[src/rtl/cmp_irq_pkg.sv]
package cmp_irq_pkg;
  localparam logic ADDR_CTRL = 1'b0;
  localparam logic ADDR_STAT = 1'b1;
  localparam int CTRL_EN   = 0;
  localparam int CTRL_IE   = 1;
  localparam int CTRL_THR  = 4;
  localparam int STAT_RES  = 0;
  localparam int STAT_FLAG = 1;
  localparam int STAT_RDY  = 2;
  localparam logic [3:0] THR_19_30 = 4'b1000;

  typedef struct packed {
    logic [3:0] thr;
    logic       ie;
    logic       en;
  } ctrl_t;
endpackage

[src/rtl/cmp_sync.sv]
module cmp_sync #(
  parameter int STAGES = 2
) (
  input  logic clk,
  input  logic rst,
  input  logic d,
  output logic q
);
  logic [STAGES-1:0] chain;

  always_ff @(posedge clk) begin
    if (rst) chain <= '0;
    else     chain <= {chain[STAGES-2:0], d};
  end

  assign q = chain[STAGES-1];
endmodule

[src/rtl/cmp_settle.sv]
module cmp_settle #(
  parameter int SETTLE_CYCLES = 8
) (
  input  logic clk,
  input  logic rst,
  input  logic en,
  output logic ready
);
  localparam int CNT_W = $clog2(SETTLE_CYCLES + 1);
  localparam logic [CNT_W-1:0] LIMIT = CNT_W'(SETTLE_CYCLES);

  logic [CNT_W-1:0] cnt;

  // Held at zero while disabled, so every re-enable starts a fresh count.
  always_ff @(posedge clk) begin
    if (rst || !en)       cnt <= '0;
    else if (cnt != LIMIT) cnt <= cnt + 1'b1;
  end

  assign ready = en && (cnt == LIMIT);
endmodule

[src/rtl/cmp_change_det.sv]
module cmp_change_det (
  input  logic clk,
  input  logic rst,
  input  logic ie,
  input  logic stat_rd,
  input  logic clr_wr,
  input  logic result,
  output logic flag,
  output logic armed,
  output logic snap
);
  logic seen;
  logic mismatch;
  logic clear_ok;

  assign mismatch = armed && (result != snap);
  assign clear_ok = clr_wr && seen;

  always_ff @(posedge clk) begin
    if (rst) begin
      snap  <= 1'b0;
      armed <= 1'b0;
      flag  <= 1'b0;
      seen  <= 1'b0;
    end else begin
      if (stat_rd) snap <= result;

      if (!ie)          armed <= 1'b0;
      else if (stat_rd) armed <= 1'b1;

      // A new mismatch wins over a clear in the same cycle.
      if (mismatch)      flag <= 1'b1;
      else if (clear_ok) flag <= 1'b0;

      if (clear_ok && !mismatch) seen <= 1'b0;
      else if (stat_rd && flag)  seen <= 1'b1;
    end
  end
endmodule

[src/rtl/cmp_irq_ctrl.sv]
module cmp_irq_ctrl
  import cmp_irq_pkg::*;
#(
  parameter int SETTLE_CYCLES = 8,
  parameter int SYNC_STAGES   = 2
) (
  input  logic       clk,
  input  logic       rst,
  input  logic       reg_wr,
  input  logic       reg_rd,
  input  logic       reg_addr,
  input  logic [7:0] reg_wdata,
  output logic [7:0] reg_rdata,
  input  logic       cmp_in,
  output logic       cmp_en,
  output logic [3:0] thr_sel,
  output logic       ready,
  output logic       irq
);
  ctrl_t ctrl;
  logic  live;
  logic  result;
  logic  flag;
  logic  armed;
  logic  snap;
  logic  stat_rd;
  logic  ctrl_wr;
  logic  clr_wr;

  assign stat_rd = reg_rd && (reg_addr == ADDR_STAT);
  assign ctrl_wr = reg_wr && (reg_addr == ADDR_CTRL);
  assign clr_wr  = reg_wr && (reg_addr == ADDR_STAT) && !reg_wdata[STAT_FLAG];

  always_ff @(posedge clk) begin
    if (rst) begin
      ctrl <= '0;
    end else if (ctrl_wr) begin
      ctrl.en  <= reg_wdata[CTRL_EN];
      ctrl.ie  <= reg_wdata[CTRL_IE];
      ctrl.thr <= reg_wdata[CTRL_THR +: 4];
    end
  end

  cmp_sync #(.STAGES(SYNC_STAGES)) u_sync (
    .clk (clk),
    .rst (rst),
    .d   (cmp_in),
    .q   (live)
  );

  assign result = ctrl.en && live;

  cmp_settle #(.SETTLE_CYCLES(SETTLE_CYCLES)) u_settle (
    .clk   (clk),
    .rst   (rst),
    .en    (ctrl.en),
    .ready (ready)
  );

  cmp_change_det u_det (
    .clk     (clk),
    .rst     (rst),
    .ie      (ctrl.ie),
    .stat_rd (stat_rd),
    .clr_wr  (clr_wr),
    .result  (result),
    .flag    (flag),
    .armed   (armed),
    .snap    (snap)
  );

  always_ff @(posedge clk) begin
    if (rst) begin
      reg_rdata <= '0;
    end else if (reg_rd) begin
      if (reg_addr == ADDR_CTRL)
        reg_rdata <= {ctrl.thr, 2'b00, ctrl.ie, ctrl.en};
      else
        reg_rdata <= {5'b0, ready, flag, result};
    end
  end

  assign cmp_en  = ctrl.en;
  assign thr_sel = ctrl.thr;
  assign irq     = flag && ctrl.ie;
endmodule

[config.mk]
export PLATFORM = sky130hd
export DESIGN_NAME = cmp_irq_ctrl
export DESIGN_NICKNAME = d
export VERILOG_FILES = /design/src/rtl/cmp_irq_pkg.sv /design/src/rtl/cmp_sync.sv /design/src/rtl/cmp_settle.sv /design/src/rtl/cmp_change_det.sv /design/src/rtl/cmp_irq_ctrl.sv
export SDC_FILE = /design/constraint.sdc
export NUM_CORES = 1
export LEC_CHECK = 0
export BUFFER_PORTS_ARGS = -buffer_cell sky130_fd_sc_hd__buf_2
export CORE_ASPECT_RATIO = 0.7
export CORE_UTILIZATION = 53
export CTS_CLUSTER_SIZE = 25
export DETAILED_ROUTE_END_ITERATION = 8
export PLACE_DENSITY = 0.89
export SKIP_CTS_REPAIR_TIMING = 1
export SLEW_MARGIN = 20
export SYNTH_ARGS = -nofsm -noshare
export SYNTH_HDL_FRONTEND = slang
export SYNTH_SLANG_ARGS = --single-unit
[constraint.sdc]
create_clock -name clk -period 3.1 [get_ports clk]
set_input_delay 0.465 -clock clk [delete_from_list [all_inputs] [get_ports clk]]
set_output_delay 0.465 -clock clk [all_outputs]
set_load 0.01 [all_outputs]
After elaboration in Yosys (flattened, before gate mapping)
Cells that the tools add are included.
Operators by class
  $add $sub $neg: 1
  multiply operators: 0
  div/mod/pow operators: 0
  magnitude comparators: 0
  equal/unequal tests: 3
  shift-type cells: 0
  multiplexer cells: 3
  bitwise logic cells: 2
  reductions and logical operators: 18
Operator list (count)
  logical AND 1 bit: 11
  2-to-1 mux 8 bit: 1
  adder 4 x 1 -> 4 bit, second input constant: 1
  == test 4 bit, second input constant: 1
  != test 4 bit, second input constant: 1
  OR reduction 2 bit: 2
  logical NOT 1 bit: 3
  2-to-1 mux 1 bit: 2
  inverter 1 bit: 2
  nonzero test 2 bit: 1
  logical OR 1 bit: 1
  != test 1 bit: 1
Storage, ports and cells
  bits in registers: 24
  latch bits: 0
  RAM bits: 0
  memory bits (read-only): 0
  input bits: 14
  output and inout port bits: 15
  logic and storage cells: 37
  memories kept: 0

Depth between registers and ports, before layout
Gate-level depths: netlist of run 1.
  depth in word-level cells: 6
  depth in mapped cells: 6
  gate-level depth less buffers: 5

Modules after synthesis
Synthesis of run 1 repeated with hierarchy kept, for this count alone.
Second synthesis, totals
  cell total of the unflattened synthesis: 107
  area total of the unflattened synthesis: 1008.5 um^2
Modules (own cells, without submodules)
  cmp_irq_ctrl: instances 1, cells an instance 62, area an instance 579.3 um^2, sequential area each 260.2 um^2
  cmp_settle: instances 1, cells an instance 23, area an instance 214.0 um^2, sequential area each 80.1 um^2
  cmp_change_det: instances 1, cells an instance 18, area an instance 162.7 um^2, sequential area each 80.1 um^2
  cmp_sync: instances 1, cells an instance 4, area an instance 52.6 um^2, sequential area each 40.0 um^2

Worst setup path after synthesis of run 1
Ideal clock, no wire load.
  path kind: reg2out
  start: register u_settle.cnt[0]
  end: output port ready
  arrival time: 1.062 ns
  required time: 2.635 ns
  setup slack: 1.573 ns
  stages on the path, launching flop included: 6
  buffers on the path: 1
  path through: dfxtp_1 inv_1 ha_1 and3b_1 buf_6 and2_2
Between the ends
  cells in the longest elaborated chain, start to end: 2
RTL lines
  start: declaration: line cmp_settle.sv:12  | logic [CNT_W-1:0] cnt;
  start signal: assignment: line cmp_settle.sv:17  | else if (cnt != LIMIT) cnt <= cnt + 1'b1;
  == test 4 bit: line cmp_settle.sv:20  | assign ready = en && (cnt == LIMIT);
  logical AND 1 bit: line cmp_settle.sv:20
  end: declaration: line cmp_irq_ctrl.sv:17  | output logic ready,
No other way between the ends.

Worst setup path after layout of run 1
Ends and elaborated chain as after synthesis.

==> results of run 1 <==
## logic make-up (layout without fill, tap and decap cells)
family / Yosys count / count (layout) / synth area share (%)
and+or+nand+nor: 37 / 37 / 21.76
AOI/OAI and AO/OA: 15 / 15 / 10.05
DFF: 23 / 23 / 46.82
adders and majority gates: 2 / 2 / 2.544
xor gates and xnor gates: 3 / 3 / 2.672
muxes: 8 / 8 / 8.143
buffers and inverters: 11 / 32 / 7.632
other: 1 / 1 / 0.3813
## worst paths after layout
kind / slack (ns) / endpoint
worst max-delay path: 1.09 / ready
worst min-delay path: 0.36 / u_sync.chain[0]
worst max register to register: 1.86 / u_settle.cnt[1]
worst min register to register: 0.48 / u_sync.chain[1]
## sequential cells by signal, summed over array words and instances, names as in the netlist
| register | cells |
|---|---|
| u_det.snap | 1 |
| u_sync.chain | 2 |
| u_det.seen | 1 |
| ctrl | 1 |
| u_det.flag | 1 |
| u_det.armed | 1 |
| reg_rdata | 7 |
| cmp_en | 1 |
| thr_sel | 4 |
| u_settle.cnt | 4 |
## final cells by class
type / count / area [µm²] / share of cell area (%)
flip-flops and latches: 23 / 460.4 / 41.96
multi-input cells: 66 / 447.9 / 40.82
repair buffers: 25 / 125.1 / 11.40
clock buffers: 4 / 26.28 / 2.395
well taps: 21 / 26.28 / 2.395
inverters: 3 / 11.26 / 1.026
## placed cells by master (no fill, tap or decap)
cell,count
sky130_fd_sc_hd__a21boi_0,1
sky130_fd_sc_hd__nor3_2,1
sky130_fd_sc_hd__nor3b_1,1
sky130_fd_sc_hd__and3b_1,2
sky130_fd_sc_hd__conb_1,1
sky130_fd_sc_hd__ha_1,2
sky130_fd_sc_hd__o211ai_1,1
sky130_fd_sc_hd__nand2b_1,7
sky130_fd_sc_hd__nand3_1,5
sky130_fd_sc_hd__mux2i_1,8
sky130_fd_sc_hd__a21oi_2,1
sky130_fd_sc_hd__xor2_1,1
sky130_fd_sc_hd__a211oi_2,1
sky130_fd_sc_hd__nor2b_1,2
sky130_fd_sc_hd__a211oi_1,1
sky130_fd_sc_hd__xnor2_1,2
sky130_fd_sc_hd__a21oi_1,8
sky130_fd_sc_hd__a31oi_1,1
sky130_fd_sc_hd__buf_2,25
sky130_fd_sc_hd__clkbuf_4,3
sky130_fd_sc_hd__and2_1,1
sky130_fd_sc_hd__and4b_1,1
sky130_fd_sc_hd__nand2_1,2
sky130_fd_sc_hd__nor2b_2,1
sky130_fd_sc_hd__or2b_1,1
sky130_fd_sc_hd__nand4_1,2
sky130_fd_sc_hd__inv_1,3
sky130_fd_sc_hd__clkbuf_1,1
sky130_fd_sc_hd__dfxtp_1,23
sky130_fd_sc_hd__and2_2,1
sky130_fd_sc_hd__nor2_1,10
sky130_fd_sc_hd__o21ai_2,1
## power groups by stage
stage	logic (µW)	clock network (µW)	registers (µW)
final	41.3	133	308
after global routing	45.6	151	310
after CTS	41.4	137	308
after detailed placement	41.2	0	315
after global placement	40.0	0	314
after floorplan	28.7	0	316
## layer usage
metal | vias up | part of all wire (%) | wire, µm
li1 | 374 | - | -
met1 | 339 | 49 | 840
met2 | 16 | 45 | 776
met3 | 2 | 4.9 | 84
met4 | 0 | 0.53 | 9
met5 | - | 0 | 0
## stage by stage
stage | cell area, µm² | power (µW) | hold slack, ns
after detailed placement | 1071 | 356.1 | 0.4371
after CTS | 1097 | 486.2 | 0.3534
after global placement | 1071 | 354.4 | 0.4210
final | 1097 | 482.4 | 0.3581
after global routing | 1097 | 506.4 | 0.3802
after floorplan | 983.4 | 344.9 | 0.4138
## worst max-delay path, cell delays in order, from the launching register on
cell,delay (ns)
sky130_fd_sc_hd__dfxtp_1,0.38
sky130_fd_sc_hd__inv_1,0.09
sky130_fd_sc_hd__ha_1,0.19
sky130_fd_sc_hd__and3b_1,0.25
sky130_fd_sc_hd__and2_2,0.21
sky130_fd_sc_hd__buf_2,0.13
==> impl_metrics.yaml, run 1 <==
placed_design:
  place.port_buffers: 25
  detailedPlace.worstSlack_ns: 1.434
  gp_routability_congestion: 0.7881
  placed_cells_incl_taps: 138
timing:
  final.setup.worst_slack_ns: 1.086
  timing.final.setup_violations: 0
  layout_min_cycle_time_ns: 2.014
  fin_skew_ns: 0.004804
  slew_viol_final: 0
  timing.final.crit_share_pct: 64.97
  rsz0062_at_grt: "false"
  max_clock_freq_mhz: 496.5
  report.final.hold_viol_count: 0
  final.setup.tns_ns: 0
logic_synthesis:
  synthesis.yosys.warnings: 0
  post_synth_main_area_contributors: "sky130_fd_sc_hd__dfxtp_1, sky130_fd_sc_hd__mux2i_1, sky130_fd_sc_hd__nand2b_1, sky130_fd_sc_hd__a21oi_1, sky130_fd_sc_hd__nor2_1"
  synthesis.area_per_instance_um2: 9.834
  ys_seq_elements: 23
  synth_fp_nets: 116
  count_of_cell_types_in_the_netlist: 32
  ys.flop_type: "sky130_fd_sc_hd__dfxtp_1"
  synth_top_cells_by_count: "sky130_fd_sc_hd__dfxtp_1, sky130_fd_sc_hd__nor2_1, sky130_fd_sc_hd__a21oi_1, sky130_fd_sc_hd__mux2i_1, sky130_fd_sc_hd__nand2b_1"
  synth_largest_type_area_fraction_pct: 46.82
  syn-instance-count: 100
  share_of_synthesized_registers_carrying_an_async_set_or_reset_pct: 0
  sequential_element_share_of_the_synthesized_area_pct: 46.82
  synth_largest_area_cell: "sky130_fd_sc_hd__dfxtp_1"
  library_cell_with_the_highest_instance_count_after_synthesis: "sky130_fd_sc_hd__dfxtp_1"
  synth.cell_area_um2: 983.4
  synth_edf_count: 0
global_routing:
  grt_pass1_wl_mm: 2.925
  global_route_met1_usage_pct: 25.25
  grt_pass1_vias: 673
  grt_max_degree: 21
  number_of_antenna_violations_at_the_first_check_in_global_routing: 0
  globalRouteTotalUtil_pct: 20.74
  use_met3_pct: 8.730
  global_route.peak_usage_layer: "met2"
  grt.overflow.total: 0
  groute.layer.met2.usage_pct: 34.06
floorplanning:
  initial_utilization_pct: 59.01
  core.rowCount: 12
  design.portCount: 29
  core_region_area_um2: 1667
  floorplan.die_area_um2: 2035
  die_x_extent_um: 53.49
  height_of_the_chip_um: 38.04
worst_setup_path:
  cp-startpoint: "u_settle.cnt[0]"
  worst_ep_arrival_time_ns: 1.55
  worstPathRequired_ns: 2.63
  cp-end-kind: "primary output"
  timing.setup.critical_path_class: "reg2out"
  r2r_cells: 5
  cp-start-kind: "register"
  r2r_start: "u_settle.cnt[0]"
  crit_path_max_fanout: 5
flow_run:
  maxCapViolations: 0
cells_and_area:
  nets: 138
  layout.core_utilization_pct: 65.84
  num_antenna_cells: 0
  drive_gt1_share_pct: 28.10
  fillCellCount: 136
  syn2layout_area_growth_pct: 11.58
  layout.cells.non_filler: 142
routing:
  drtPass1Iterations: 4
  vias_per_cell: 5.148
  number_of_vias_in_the_routed_layout: 731
  post_drt_wl_per_cell_um: 12.06
  finalWirelength_mm: 1.712
  drc_violations_left: 0
  number_of_nets_with_antenna_violations_after_routing: 0
  drt_iter0_markers: 10
power_and_ir_drop:
  intPower_uw: 371.0
  net-switching-power_uw: 111.3
  combinationalPowerShare_pct: 8.6
  clock_power_share_pct: 27.5
  vdd.ir_drop.worst_mv: 0.3119
  power.density_cell_area_nw_per_um2: 439.6
  power_switching_share_pct: 23.08
  leakage_uw: 0.0004615
  share_seq_of_total_power_pct: 63.9
clock_network:
  max-clock-path-buffers: 2
  cts.sinks: 23
  ctsRootBufferMaster: "sky130_fd_sc_hd__clkbuf_4"
  insertion_delay_ns: 0.31
  cts_buffers: 3
  cts_tree: "yes"
  clkTransAtPathRegs_ns: 0.11
  cts_htree_levels: 1
hold_path:
  hold_path.class: "in2reg"
  timing.hold.worst_path_depth: 2
  worst_hold_startpoint: "cmp_in"
run_status:
  run_status: "completed"
Note: power is estimated with default switching activity, not from simulation.
==> run 2: changes to the inputs <==
Settings changed: CORE_UTILIZATION 53 to 44, PLACE_DENSITY 0.89 to 0.79.
Clock period 3.1 ns to 1.7 ns, I/O delays scaled along.
==> run 2 against run 1 <==
Against the previous run: sequential share of layout area shrank 2.0 points; non-clock buffer count increased by 5; largest cell class unchanged; largest power group unchanged; clock skew is essentially flat; core utilization fell by 7.4 points; clock-buffer cell count unchanged.
==> impl_metrics.yaml, run 2 (synthesized netlist as in run 1, its figures left out) <==
global_routing:
  grt_pass1_wl_mm: 3.167
  grt_max_degree: 21
  grt.overflow.total: 0
  globalRouteTotalUtil_pct: 17.46
  grt_pass1_vias: 732
  number_of_antenna_violations_at_the_first_check_in_global_routing: 0
clock_network:
  cts_htree_levels: 1
  cts_tree: "yes"
  max-clock-path-buffers: 2
  cts.sinks: 23
  cts_buffers: 3
  ctsRootBufferMaster: "sky130_fd_sc_hd__clkbuf_4"
  clkTransAtPathRegs_ns: 0.11
  insertion_delay_ns: 0.31
worst_setup_path:
  worstPathRequired_ns: 1.44
  cp-end-kind: "primary output"
  cp-start-kind: "register"
  crit_path_max_fanout: 3
  timing.setup.critical_path_class: "reg2out"
  worst_ep_arrival_time_ns: 1.37
floorplanning:
  initial_utilization_pct: 49.56
  height_of_the_chip_um: 41.56
  core.rowCount: 13
  die_x_extent_um: 58.51
  floorplan.die_area_um2: 2431
  design.portCount: 29
  core_region_area_um2: 1984
run_status:
  run_status: "completed"
cells_and_area:
  num_antenna_cells: 0
  layout.cells.non_filler: 156
  largest_register: "reg_rdata"
  fillCellCount: 179
  drive_gt1_share_pct: 34.92
  layout.cell_area.non_filler_um2: 1160
  mostFrequentLayoutCells: "sky130_fd_sc_hd__buf_2, sky130_fd_sc_hd__dfxtp_1, sky130_fd_sc_hd__nor2_1"
  layout_commonest_cell: "sky130_fd_sc_hd__buf_2"
  largest_reg_flops: 7
  syn2layout_area_growth_pct: 17.94
  nets: 143
placed_design:
  gp_routability_congestion: 0.6619
  placed_area_um2: 1082
  placed_cells_incl_taps: 147
  place.port_buffers: 25
  place.detailed.hpwl_mm: 1.302
routing:
  number_of_nets_with_antenna_violations_after_routing: 0
  finalWirelength_mm: 1.919
  vias_per_cell: 4.821
  drtPass1Iterations: 3
  number_of_vias_in_the_routed_layout: 752
  drt_iter0_markers: 16
  post_drt_wl_per_cell_um: 12.30
  drc_violations_left: 0
timing:
  final.setup.tns_ns: 0
  slew_viol_final: 0
  max_clock_freq_mhz: 616.5
  report.final.hold_viol_count: 0
  rsz0062_at_grt: "false"
  fin_skew_ns: 0.004631
  layout_min_cycle_time_ns: 1.622
  timing.final.setup_violations: 0
  timing.final.crit_share_pct: 95.42
power_and_ir_drop:
  vdd.ir_drop.worst_mv: 0.3998
  power.density_cell_area_nw_per_um2: 760.8
  leakage_uw: 0.0004895
flow_run:
  maxCapViolations: 0
hold_path:
  hold_path.class: "in2reg"
## run 2: layout make-up
cell class	count	area, µm²	area share (%)
flip-flops and latches	23	462.9	39.91
multi-input cells	66	452.9	39.05
repair buffers	30	168.9	14.56
well taps	30	37.54	3.236
clock buffers	4	26.28	2.265
inverters	3	11.26	0.9709
## run 2: final timing paths
kind                        start         endpoint  slack [ns]  cells past startpoint
setup / recovery  u_settle.cnt[0]            ready        0.08                      5
hold / removal             cmp_in  u_sync.chain[0]        0.16                      2
setup reg to reg  u_settle.cnt[0]  u_settle.cnt[1]        0.45                      6
hold reg to reg   u_sync.chain[0]  u_sync.chain[1]        0.45                      1
## run 2: critical path, cell delays in order (launching register included)
cell and delay, ns:
sky130_fd_sc_hd__dfxtp_2 0.36, sky130_fd_sc_hd__inv_2 0.04, sky130_fd_sc_hd__ha_2 0.17, sky130_fd_sc_hd__and3b_2 0.21
sky130_fd_sc_hd__and2_4 0.16, sky130_fd_sc_hd__buf_6 0.11
## run 2: power breakdown
part / internal (µW) / leakage, µW / switching (µW) / total [µW]
Sequential: 552 / 0.000188 / 10.1 / 562
Clock: 91.6 / 0.0000150 / 151 / 242
Combinational: 34.1 / 0.000287 / 43.8 / 77.9
Total: 678 / 0.000490 / 204 / 882
## run 2: routing by layer
layer,share of wire [%],track usage [%],up-vias,wire [µm]
met5,0,0,-,0
met4,0,2.857,0,0
met3,4.5,6.542,0,87
met2,48,28.05,17,929
met1,47,22.75,352,903
li1,-,-,383,-
## run 2: per-stage QoR
stage / hold slack (ns) / setup slack, ns / total power, µW / utilization (%)
after global placement: 0.4221 / 0.2973 / 646.4 / 54.54
after CTS: 0.1574 / -0.1059 / 887.3 / 55.86
after floorplan: 0.3832 / 0.3833 / 629.0 / -
after detailed placement: 0.4239 / 0.2467 / 650.2 / 54.54
final: 0.1586 / 0.07787 / 882.4 / 58.45
after global routing: 0.1658 / 0.006319 / 928.4 / 58.45
==> run 3: changes to the inputs <==
Settings changed: RECOVER_POWER set to 25.
==> run 3 against run 2 <==
Against the previous run: non-clock buffer count is the same; sequential power is essentially flat; total power is essentially flat; critical path depth did not move; die area unchanged; combinational power hardly changed; routed wire length about the same; critical endpoint unchanged; highest routed layer unchanged.
==> impl_metrics.yaml, run 3 (synthesized netlist as in run 1, its figures left out) <==
run_status:
  run_status: "completed"
routing:
  drt_iter0_markers: 16
  drc_violations_left: 0
  finalWirelength_mm: 1.920
  post_drt_wl_per_cell_um: 12.31
  number_of_nets_with_antenna_violations_after_routing: 0
  vias_per_cell: 4.821
  drtPass1Iterations: 3
  number_of_vias_in_the_routed_layout: 752
hold_path:
  timing.hold.worst_path_depth: 2
  hold_path_end: "u_sync.chain[0]"
  worst_hold_startpoint: "cmp_in"
  hold_path.class: "in2reg"
floorplanning:
  height_of_the_chip_um: 41.56
  floorplan.die_area_um2: 2431
  core.rowCount: 13
  design.portCount: 29
  core_region_area_um2: 1984
  initial_utilization_pct: 49.56
  die_x_extent_um: 58.51
worst_setup_path:
  worst_ep_arrival_time_ns: 1.37
  r2r_cells: 6
  timing.setup.critical_path_class: "reg2out"
  cp-end-kind: "primary output"
  worst-r2r-setup-slack_ns: 0.45
  cp-start-kind: "register"
  r2r_start: "u_settle.cnt[0]"
  worstPathRequired_ns: 1.44
  crit_path_max_fanout: 3
  r2r_end: "u_settle.cnt[1]"
cells_and_area:
  largest_register: "reg_rdata"
  multi_input_gate_area_in_the_final_layout_um2: 452.9
  num_antenna_cells: 0
  mostFrequentLayoutCells: "sky130_fd_sc_hd__buf_2, sky130_fd_sc_hd__dfxtp_1, sky130_fd_sc_hd__nor2_1"
  ff_latch_area_um2: 462.9
  syn2layout_area_growth_pct: 17.81
  fillCellCount: 177
  largest_reg_flops: 7
  drive_gt1_share_pct: 34.13
  nets: 143
  layout_commonest_cell: "sky130_fd_sc_hd__buf_2"
placed_design:
  place.detailed.hpwl_mm: 1.302
  gp_routability_congestion: 0.6619
  place.port_buffers: 25
timing:
  timing.final.crit_share_pct: 95.42
  report.final.hold_viol_count: 0
  slew_margin_rel_pct: 40.49
  rsz0062_at_grt: "false"
  timing_worst_slew_pin_value_ns: 0.8927
  max_clock_freq_mhz: 616.5
  fin_skew_ns: 0.004631
  timing.final.setup_violations: 0
  slew_viol_final: 0
  final.setup.tns_ns: 0
  layout_min_cycle_time_ns: 1.622
clock_network:
  cts.sinks: 23
  cts_buffers: 3
  cts_htree_levels: 1
  insertion_delay_ns: 0.31
  ctsRootBufferMaster: "sky130_fd_sc_hd__clkbuf_4"
  clkTransAtPathRegs_ns: 0.11
  cts_tree: "yes"
  max-clock-path-buffers: 2
power_and_ir_drop:
  leakage_uw: 0.0004868
  power.density_cell_area_nw_per_um2: 761.3
  vdd.ir_drop.worst_mv: 0.3998
  report.power.total_uw: 882.1
global_routing:
  grt_pass1_vias: 732
  grt.overflow.total: 0
  grt_max_degree: 21
  number_of_antenna_violations_at_the_first_check_in_global_routing: 0
  grt_pass1_wl_mm: 3.167
  globalRouteTotalUtil_pct: 17.46
flow_run:
  maxCapViolations: 0
-- run 3: per-layer routing --
layer	GRT usage [%]	share of wire [%]	vias to the layer above
met5	0	0	-
met4	2.857	0	0
met3	6.542	4.5	0
met2	28.05	48	17
met1	22.75	47	352
li1	-	-	383
-- run 3: through the flow --
stage | setup slack, ns | hold slack (ns) | std cells | cell area [µm²] | util, %
after floorplan | 0.3833 | 0.3832 | 100 | 983.4 | -
after global placement | 0.2973 | 0.4221 | 147 | 1082 | 54.54
after detailed placement | 0.2467 | 0.4239 | 147 | 1082 | 54.54
after CTS | -0.1059 | 0.1574 | 151 | 1109 | 55.86
after global routing | 0.006319 | 0.1658 | 156 | 1159 | 58.39
final | 0.07787 | 0.1586 | 156 | 1159 | 58.39
-- run 3: cell type report --
type	count	area share [%]
Sequential cell	23	39.96
Multi-Input combinational cell	66	39.09
Inverter	3	0.9719
Clock buffer	4	2.268
Timing Repair Buffer	30	14.47
Tap cell	30	3.240
-- run 3: worst max-delay path by stage --
stage | start | to | slack (ns) | depth (start not counted)
floorplan | u_settle.cnt[0] | ready | 0.38 | 5
global placement | u_settle.cnt[0] | ready | 0.30 | 5
detailed placement | u_settle.cnt[0] | ready | 0.25 | 5
CTS | u_settle.cnt[0] | ready | -0.11 | 5
global route | u_settle.cnt[0] | ready | 0.006 | 5
finish | u_settle.cnt[0] | ready | 0.08 | 5
-- run 3: critical path: stages (launching register included) --
cell and delay (ns):
sky130_fd_sc_hd__dfxtp_2 0.36, sky130_fd_sc_hd__inv_2 0.04, sky130_fd_sc_hd__ha_2 0.17, sky130_fd_sc_hd__and3b_2 0.21
sky130_fd_sc_hd__and2_4 0.16, sky130_fd_sc_hd__buf_6 0.11
-- run 3: where the power goes --
| group | internal [µW] | switching, µW |
|---|---|---|
| Combinational | 33.8 | 43.8 |
| Clock | 91.6 | 151 |
| Sequential | 552 | 10.1 |
